File: config.mk
export PLATFORM = sky130hd
export DESIGN_NAME = branch_unit
export DESIGN_NICKNAME = d
export VERILOG_FILES = /design/src/rtl/bru_pkg.sv /design/src/rtl/bru_decode.sv /design/src/rtl/bru_target.sv /design/src/rtl/bru_loopdet.sv /design/src/rtl/branch_unit.sv
export SDC_FILE = /design/constraint.sdc
export NUM_CORES = 1
export LEC_CHECK = 0
export ABC_AREA = 1
export BUFFER_PORTS_ARGS = -buffer_cell sky130_fd_sc_hd__buf_2
export CORE_MARGIN = 2
export CORE_UTILIZATION = 52
export DETAILED_ROUTE_END_ITERATION = 7
export GPL_TIMING_DRIVEN = 0
export PLACE_DENSITY = 0.82
export RECOVER_POWER = 50
export SYNTH_ARGS = -nofsm -noshare
export SYNTH_HDL_FRONTEND = slang
export SYNTH_SLANG_ARGS = --single-unit
File: constraint.sdc
create_clock -name clk -period 3.1 [get_ports clk]
set_clock_uncertainty 0.1 [all_clocks]
set_input_delay 0.155 -clock clk [delete_from_list [all_inputs] [get_ports clk]]
set_output_delay 0.155 -clock clk [all_outputs]
set_load 0.02 [all_outputs]
File: src/rtl/bru_pkg.sv
package bru_pkg;

    localparam int OP_W      = 8;
    localparam int OFF_W     = 8;
    localparam int CYC_W     = 3;
    localparam logic [4:0] BR_PATTERN = 5'b10000;

    localparam int ST_NEG = 7;
    localparam int ST_OVF = 6;
    localparam int ST_ZRO = 1;
    localparam int ST_CRY = 0;

    localparam logic [CYC_W-1:0] CYC_BASE = 3'd2;

    typedef enum logic [1:0] {
        FLG_NEG = 2'b00,
        FLG_OVF = 2'b01,
        FLG_CRY = 2'b10,
        FLG_ZRO = 2'b11
    } flag_sel_e;

    typedef struct packed {
        logic      is_br;
        flag_sel_e sel;
        logic      want;
    } br_dec_t;

    function automatic br_dec_t decode_op(input logic [OP_W-1:0] op);
        br_dec_t d;
        d.is_br = (op[4:0] == BR_PATTERN);
        d.sel   = flag_sel_e'(op[7:6]);
        d.want  = op[5];
        return d;
    endfunction

    function automatic logic pick_flag(input flag_sel_e s, input logic [7:0] st);
        logic f;
        unique case (s)
            FLG_NEG: f = st[ST_NEG];
            FLG_OVF: f = st[ST_OVF];
            FLG_CRY: f = st[ST_CRY];
            default: f = st[ST_ZRO];
        endcase
        return f;
    endfunction

endpackage

File: src/rtl/bru_decode.sv
module bru_decode
    import bru_pkg::*;
(
    input  logic [OP_W-1:0] opcode,
    input  logic [7:0]      status,
    output br_dec_t         dec,
    output logic            taken
);
    always_comb begin
        dec   = decode_op(opcode);
        taken = dec.is_br && (pick_flag(dec.sel, status) == dec.want);
    end
endmodule

File: src/rtl/bru_target.sv
module bru_target
    import bru_pkg::*;
#(
    parameter int PC_W = 16
) (
    input  logic [PC_W-1:0]  pc,
    input  logic [OFF_W-1:0] offset,
    input  logic             taken,
    output logic [PC_W-1:0]  target,
    output logic [PC_W-1:0]  next_pc,
    output logic [CYC_W-1:0] cycles
);
    localparam int EXT_W = PC_W - OFF_W;

    logic [PC_W-1:0] seq_pc;
    logic            page_cross;

    always_comb begin
        seq_pc     = pc + PC_W'(2);
        target     = seq_pc + {{EXT_W{offset[OFF_W-1]}}, offset};
        page_cross = (target[PC_W-1:8] != seq_pc[PC_W-1:8]);
        next_pc    = taken ? target : seq_pc;
        cycles     = CYC_BASE + CYC_W'(taken) + CYC_W'(taken && page_cross);
    end
endmodule

File: src/rtl/bru_loopdet.sv
module bru_loopdet
    import bru_pkg::*;
#(
    parameter int PC_W       = 16,
    parameter int LOOP_LIMIT = 999
) (
    input  logic            clk,
    input  logic            rst,
    input  logic            clear,
    input  logic            fire,
    input  logic            backward,
    input  logic [PC_W-1:0] target,
    output logic            loop_hit
);
    localparam int CNT_W = $clog2(LOOP_LIMIT + 2);
    localparam logic [CNT_W-1:0] CNT_MAX = '1;
    localparam logic [CNT_W-1:0] CNT_LIM = CNT_W'(LOOP_LIMIT);

    logic [CNT_W-1:0] cnt_q;
    logic [PC_W-1:0]  tgt_q;
    logic             have_q;
    logic             same_tgt;

    assign same_tgt = have_q && (target == tgt_q);

    always_ff @(posedge clk) begin
        if (rst || clear) begin
            cnt_q  <= '0;
            tgt_q  <= '0;
            have_q <= 1'b0;
        end else if (fire) begin
            if (!same_tgt) begin
                cnt_q  <= CNT_W'(1);
                tgt_q  <= target;
                have_q <= 1'b1;
            end else if (backward && cnt_q != CNT_MAX) begin
                cnt_q <= cnt_q + CNT_W'(1);
            end
        end
    end

    assign loop_hit = cnt_q > CNT_LIM;

    AST_NEW_TARGET_ONE: assert property (@(posedge clk) disable iff (rst)
        (fire && !clear && !same_tgt) |=> (cnt_q == CNT_W'(1)));
    AST_FORWARD_HOLD: assert property (@(posedge clk) disable iff (rst)
        (fire && !clear && same_tgt && !backward) |=> $stable(cnt_q));
    AST_IDLE_HOLD: assert property (@(posedge clk) disable iff (rst)
        (!fire && !clear) |=> ($stable(cnt_q) && $stable(tgt_q)));
    AST_CLEAR_DROPS: assert property (@(posedge clk) disable iff (rst)
        clear |=> (!loop_hit && cnt_q == '0));
    AST_HIT_STICKY: assert property (@(posedge clk) disable iff (rst)
        (loop_hit && !clear && !(fire && !same_tgt)) |=> loop_hit);
endmodule

File: src/rtl/branch_unit.sv
module branch_unit
    import bru_pkg::*;
#(
    parameter int PC_W       = 16,
    parameter int LOOP_LIMIT = 999
) (
    input  logic             clk,
    input  logic             rst,
    input  logic             clear,
    input  logic             exec_en,
    input  logic [7:0]       opcode,
    input  logic [7:0]       offset,
    input  logic [PC_W-1:0]  pc,
    input  logic [7:0]       status,
    output logic             is_branch,
    output logic             taken,
    output logic [PC_W-1:0]  next_pc,
    output logic [2:0]       cycles,
    output logic             loop_hit
);
    br_dec_t         dec;
    logic [PC_W-1:0] target;

    bru_decode u_decode (
        .opcode (opcode),
        .status (status),
        .dec    (dec),
        .taken  (taken)
    );

    assign is_branch = dec.is_br;

    bru_target #(.PC_W(PC_W)) u_target (
        .pc      (pc),
        .offset  (offset),
        .taken   (taken),
        .target  (target),
        .next_pc (next_pc),
        .cycles  (cycles)
    );

    bru_loopdet #(.PC_W(PC_W), .LOOP_LIMIT(LOOP_LIMIT)) u_loopdet (
        .clk      (clk),
        .rst      (rst),
        .clear    (clear),
        .fire     (exec_en && taken),
        .backward (offset[OFF_W-1]),
        .target   (target),
        .loop_hit (loop_hit)
    );

    AST_TAKEN_NEEDS_BRANCH: assert property (@(posedge clk) disable iff (rst)
        taken |-> is_branch);
    AST_FALLTHROUGH: assert property (@(posedge clk) disable iff (rst)
        !taken |-> (cycles == 3'd2 && next_pc == pc + PC_W'(2)));
    AST_TAKEN_COST: assert property (@(posedge clk) disable iff (rst)
        taken |-> (cycles == 3'd3 || cycles == 3'd4));
    AST_RESET_CLEAN: assert property (@(posedge clk)
        $past(rst) |-> !loop_hit);
endmodule

==> impl_metrics.toml <==
[sta]
slew_headroom_pct = 62.4
setup-violations-final = 30
grt_setup_unrepaired = "true"
period_share_pct = 106
setup_slack_ps = -185
slew_viol_final = 0
final.setup.tns_ps = -2490
worst_pin_slew_ps = 564
post-route-min-period_ps = 3290
hold_violations = 0
fmax_mhz = 304

[detailed_routing]
drt_pass1_iterations = 5
drc_errors = 0
first_iter_violations = 381
num_vias = 4494
ant_nets = 0
drt-total-wl_um = 11800
routed_wire_length_per_instance_um = 14.7
routed_via_density = 5.63

[global_route]
gr-total-overflow = 0
grtUsageTotal_pct = 27.9
grt_max_degree = 15
first_global_vias = 3925
grt_pass1_wl_um = 17100
antenna_found_initial = 0

[clock_tree]
clock_latency_ps = 270
cts.clk_slew.worst_paths_ps = 90
tritoncts = "built"
htree_levels = 1
cts_max_path_buffers = 2
clock_sinks = 27
cts_root_buf = "clkbuf_8"
cts_made_buffers = 3
cts-hold-fix-buffers = 0

[logic_synthesis]
yosysWarnings = 0
synth_top_family_by_area = "simple AND/OR/NAND/NOR gates"
synth_nets = 680
netlist_area_mm2 = 0.00356
synth-simple-area-share_pct = 50.0
synthArstFlopShare_pct = 0
ys.flop_type = "dfxtp_1"
ys_seq_elements = 27
synthCells = 615
synth_xor_area_share_pct = 6.29
synth_edf_count = 0
ys_seq_area_share_pct = 15.2
synth_fa_ha_area_share_pct = 7.58
synth_compound_area_share_pct = 9.02
avgSynthCellArea_um2 = 5.79
synth.area.mux_share_pct = 0
synth_cell_type_count = 39

[layout]
area_growth_syn_to_layout_pct = 36.0
fin_cells = 798
final_nets = 784
fill_cells = 513
drive_gt1_share_pct = 31.3
final_area_mm2 = 0.00485
antenna_cells = 0

[die]
die_y_um = 86.8
core_area_mm2 = 0.00672
num_io_pins = 66
initial_utilization_pct = 53.0
rows = 30
die-area_mm2 = 0.00753
die_w_um = 86.8

[setup_path]
path_class = "primary input to output pin"
arrival_ps = 3030
cp-end-kind = "output pin"
max_stage_delay_ps = 260
timing.rr.start = "u_loopdet.cnt_q[0]"
reg2reg_slack_ps = 590
r2r_end = "u_loopdet.cnt_q[0]"
critical_path_required_ps = 2840
crit_fanout = 4
start_kind = "primary input"
reg2reg_depth = 11
crit_slowest_cell = "ha_4"
path_cells = "buf_12, inv_6, nor2_4, nand4_1, nor2_4, buf_6, xor2_4, ha_4, nand2_1, nand2_2, a21oi_2, nor2_1, nor2_1, nand2_1, nand2_2, nand2_4, xnor2_2, a21oi_2, nand3_2, nor2_2, buf_6"

[hold_path]
hold_end = "u_loopdet.tgt_q[15]"
min_path_cells = 4
holdCritStartpoint = "rst"
hold_path_class = "primary input to flip-flop"

[job]
cap_violations = 0

[place]
place_ws_ps = -601
portBuffers = 61
hpwl_um = 7900
dpl.cell_count = 756
routabilityCongestion = 0.929
placed_area_mm2 = 0.00397

[power]
leakagePower_nw = 2.38
power.density_mw_per_mm2 = 265
fin_total_pwr_w = 0.00128
peakVddDrop_v = 0.000182

[run_status]
outcome = "finished with violations"
violations = "negative setup slack"
==> cell families (layout without fill, tap and decap cells) <==
kind of cell    count (synthesis)  after routing
buf+inv                       104            207
flops                          27             27
fa+ha+maj                      21             21
xor+xnor                       24             24
simple gates                  383            383
compound gates                 56             56
==> worst max-delay path by stage <==
stage | start | end | slack (ps) | cells after the start
after floorplan | pc[1] | cycles[2] | 100 | 19
after global placement | pc[1] | u_loopdet.tgt_q[8] | -500 | 23
after detailed placement | pc[1] | u_loopdet.tgt_q[13] | -600 | 23
after CTS | pc[2] | cycles[2] | -50 | 23
after global routing | pc[1] | cycles[0] | -390 | 21
final | pc[1] | cycles[0] | -190 | 21
==> layout make-up <==
cell class                 instances  area, µm²  area share [%]
tap                               80        100            2.07
sequential                        27        541            11.2
clock buffer                       4       45.0           0.929
multi-input combinational        484       3050            63.0
timing repair buffer              99        662            13.7
buffer                            12       96.3            1.99
inverter                          92        350            7.23
==> what timing repair did <==
| item | CTS | global route |
|---|---|---|
| resized for setup | 49 | 69 |
| setup buffers | 17 | 20 |
| pin swaps | 23 | 44 |
| endpoints found under the setup margin | 34 | 34 |
| cloned | 0 | 1 |
==> where the power goes <==
part | internal [W] | total [W] | switching [W] | leakage (nW)
Combinational | 0.000284 | 0.000736 | 0.000453 | 2.14
Clock | 0.0000921 | 0.000200 | 0.000108 | 0.0228
Sequential | 0.000348 | 0.000348 | 0.000000840 | 0.217
==> critical path, delay by kind of cell <==
kind                       cells  cell delay (ps)
adders and majority gates      1              260
buffers and inverters          4              410
and+or+nand+nor               12             1450
xor gates and xnor gates       2              400
AOI/OAI and AO/OA              2              360
==> stage by stage <==
stage | utilization (%) | hold WS (ps)
after global placement | 59.1 | 333
after floorplan | - | 224
final | 72.1 | 41.8
after CTS | 65.5 | 34.8
after global routing | 72.1 | 50.6
after detailed placement | 59.1 | 332
==> placed cells by master (no fill, tap or decap), types with 3 or more instances in the layout <==
master / n
nand2_1: 167
inv_1: 77
nand3_1: 68
buf_2: 53
nor2_1: 45
buf_4: 37
a21oi_1: 28
dfxtp_1: 27
nand2_2: 23
nand3_2: 17
nand4_1: 16
o21ai_0: 14
inv_2: 12
xor2_1: 9
nor2_4: 9
ha_4: 9
ha_1: 9
nand2_4: 8
nor2_2: 8
a21oi_2: 8
clkbuf_1: 7
nand3b_1: 6
buf_6: 6
xor2_2: 5
xnor2_2: 3
nor3_1: 3
or2_2: 3
buf_8: 3
xnor2_1: 3
clkbuf_8: 3
==> metal layers <==
layer | wire length, µm | global-route usage (%) | vias to the layer above
li1 | - | - | 2178
met2 | 5850 | 51.4 | 204
met1 | 4740 | 32.8 | 2065
met5 | 0 | 0 | -
met3 | 680 | 2.67 | 47
met4 | 480 | 11.5 | 0
==> synth_stat cells, types with 2 or more instances <==
library cell	number	area, µm²
nand2_2	11	68.8
nand4_1	16	100
o21bai_1	2	15.0
ha_1	20	250
inv_2	3	11.3
buf_1	2	7.51
nor2_4	3	33.8
nor3_1	5	25.0
a21oi_1	30	150
or2_2	3	18.8
nand3b_1	6	45.0
nor2_1	52	195
nor4_1	2	12.5
buf_6	3	33.8
a21oi_2	6	52.6
xnor2_1	8	70.1
dfxtp_1	27	541
nor2_2	7	43.8
nand3_2	10	100
xor2_1	15	131
o21ai_0	14	70.1
inv_1	87	327
buf_2	2	10.0
nand2_1	186	698
nand3_1	77	385
clkinv_1	2	7.51
clkbuf_1	4	15.0
==> state kept, by name (all words and copies together), names as in the netlist <==
name,count
u_loopdet.tgt_q,16
u_loopdet.cnt_q,10
u_loopdet.have_q,1
Note: power is estimated with default switching activity, not from simulation.
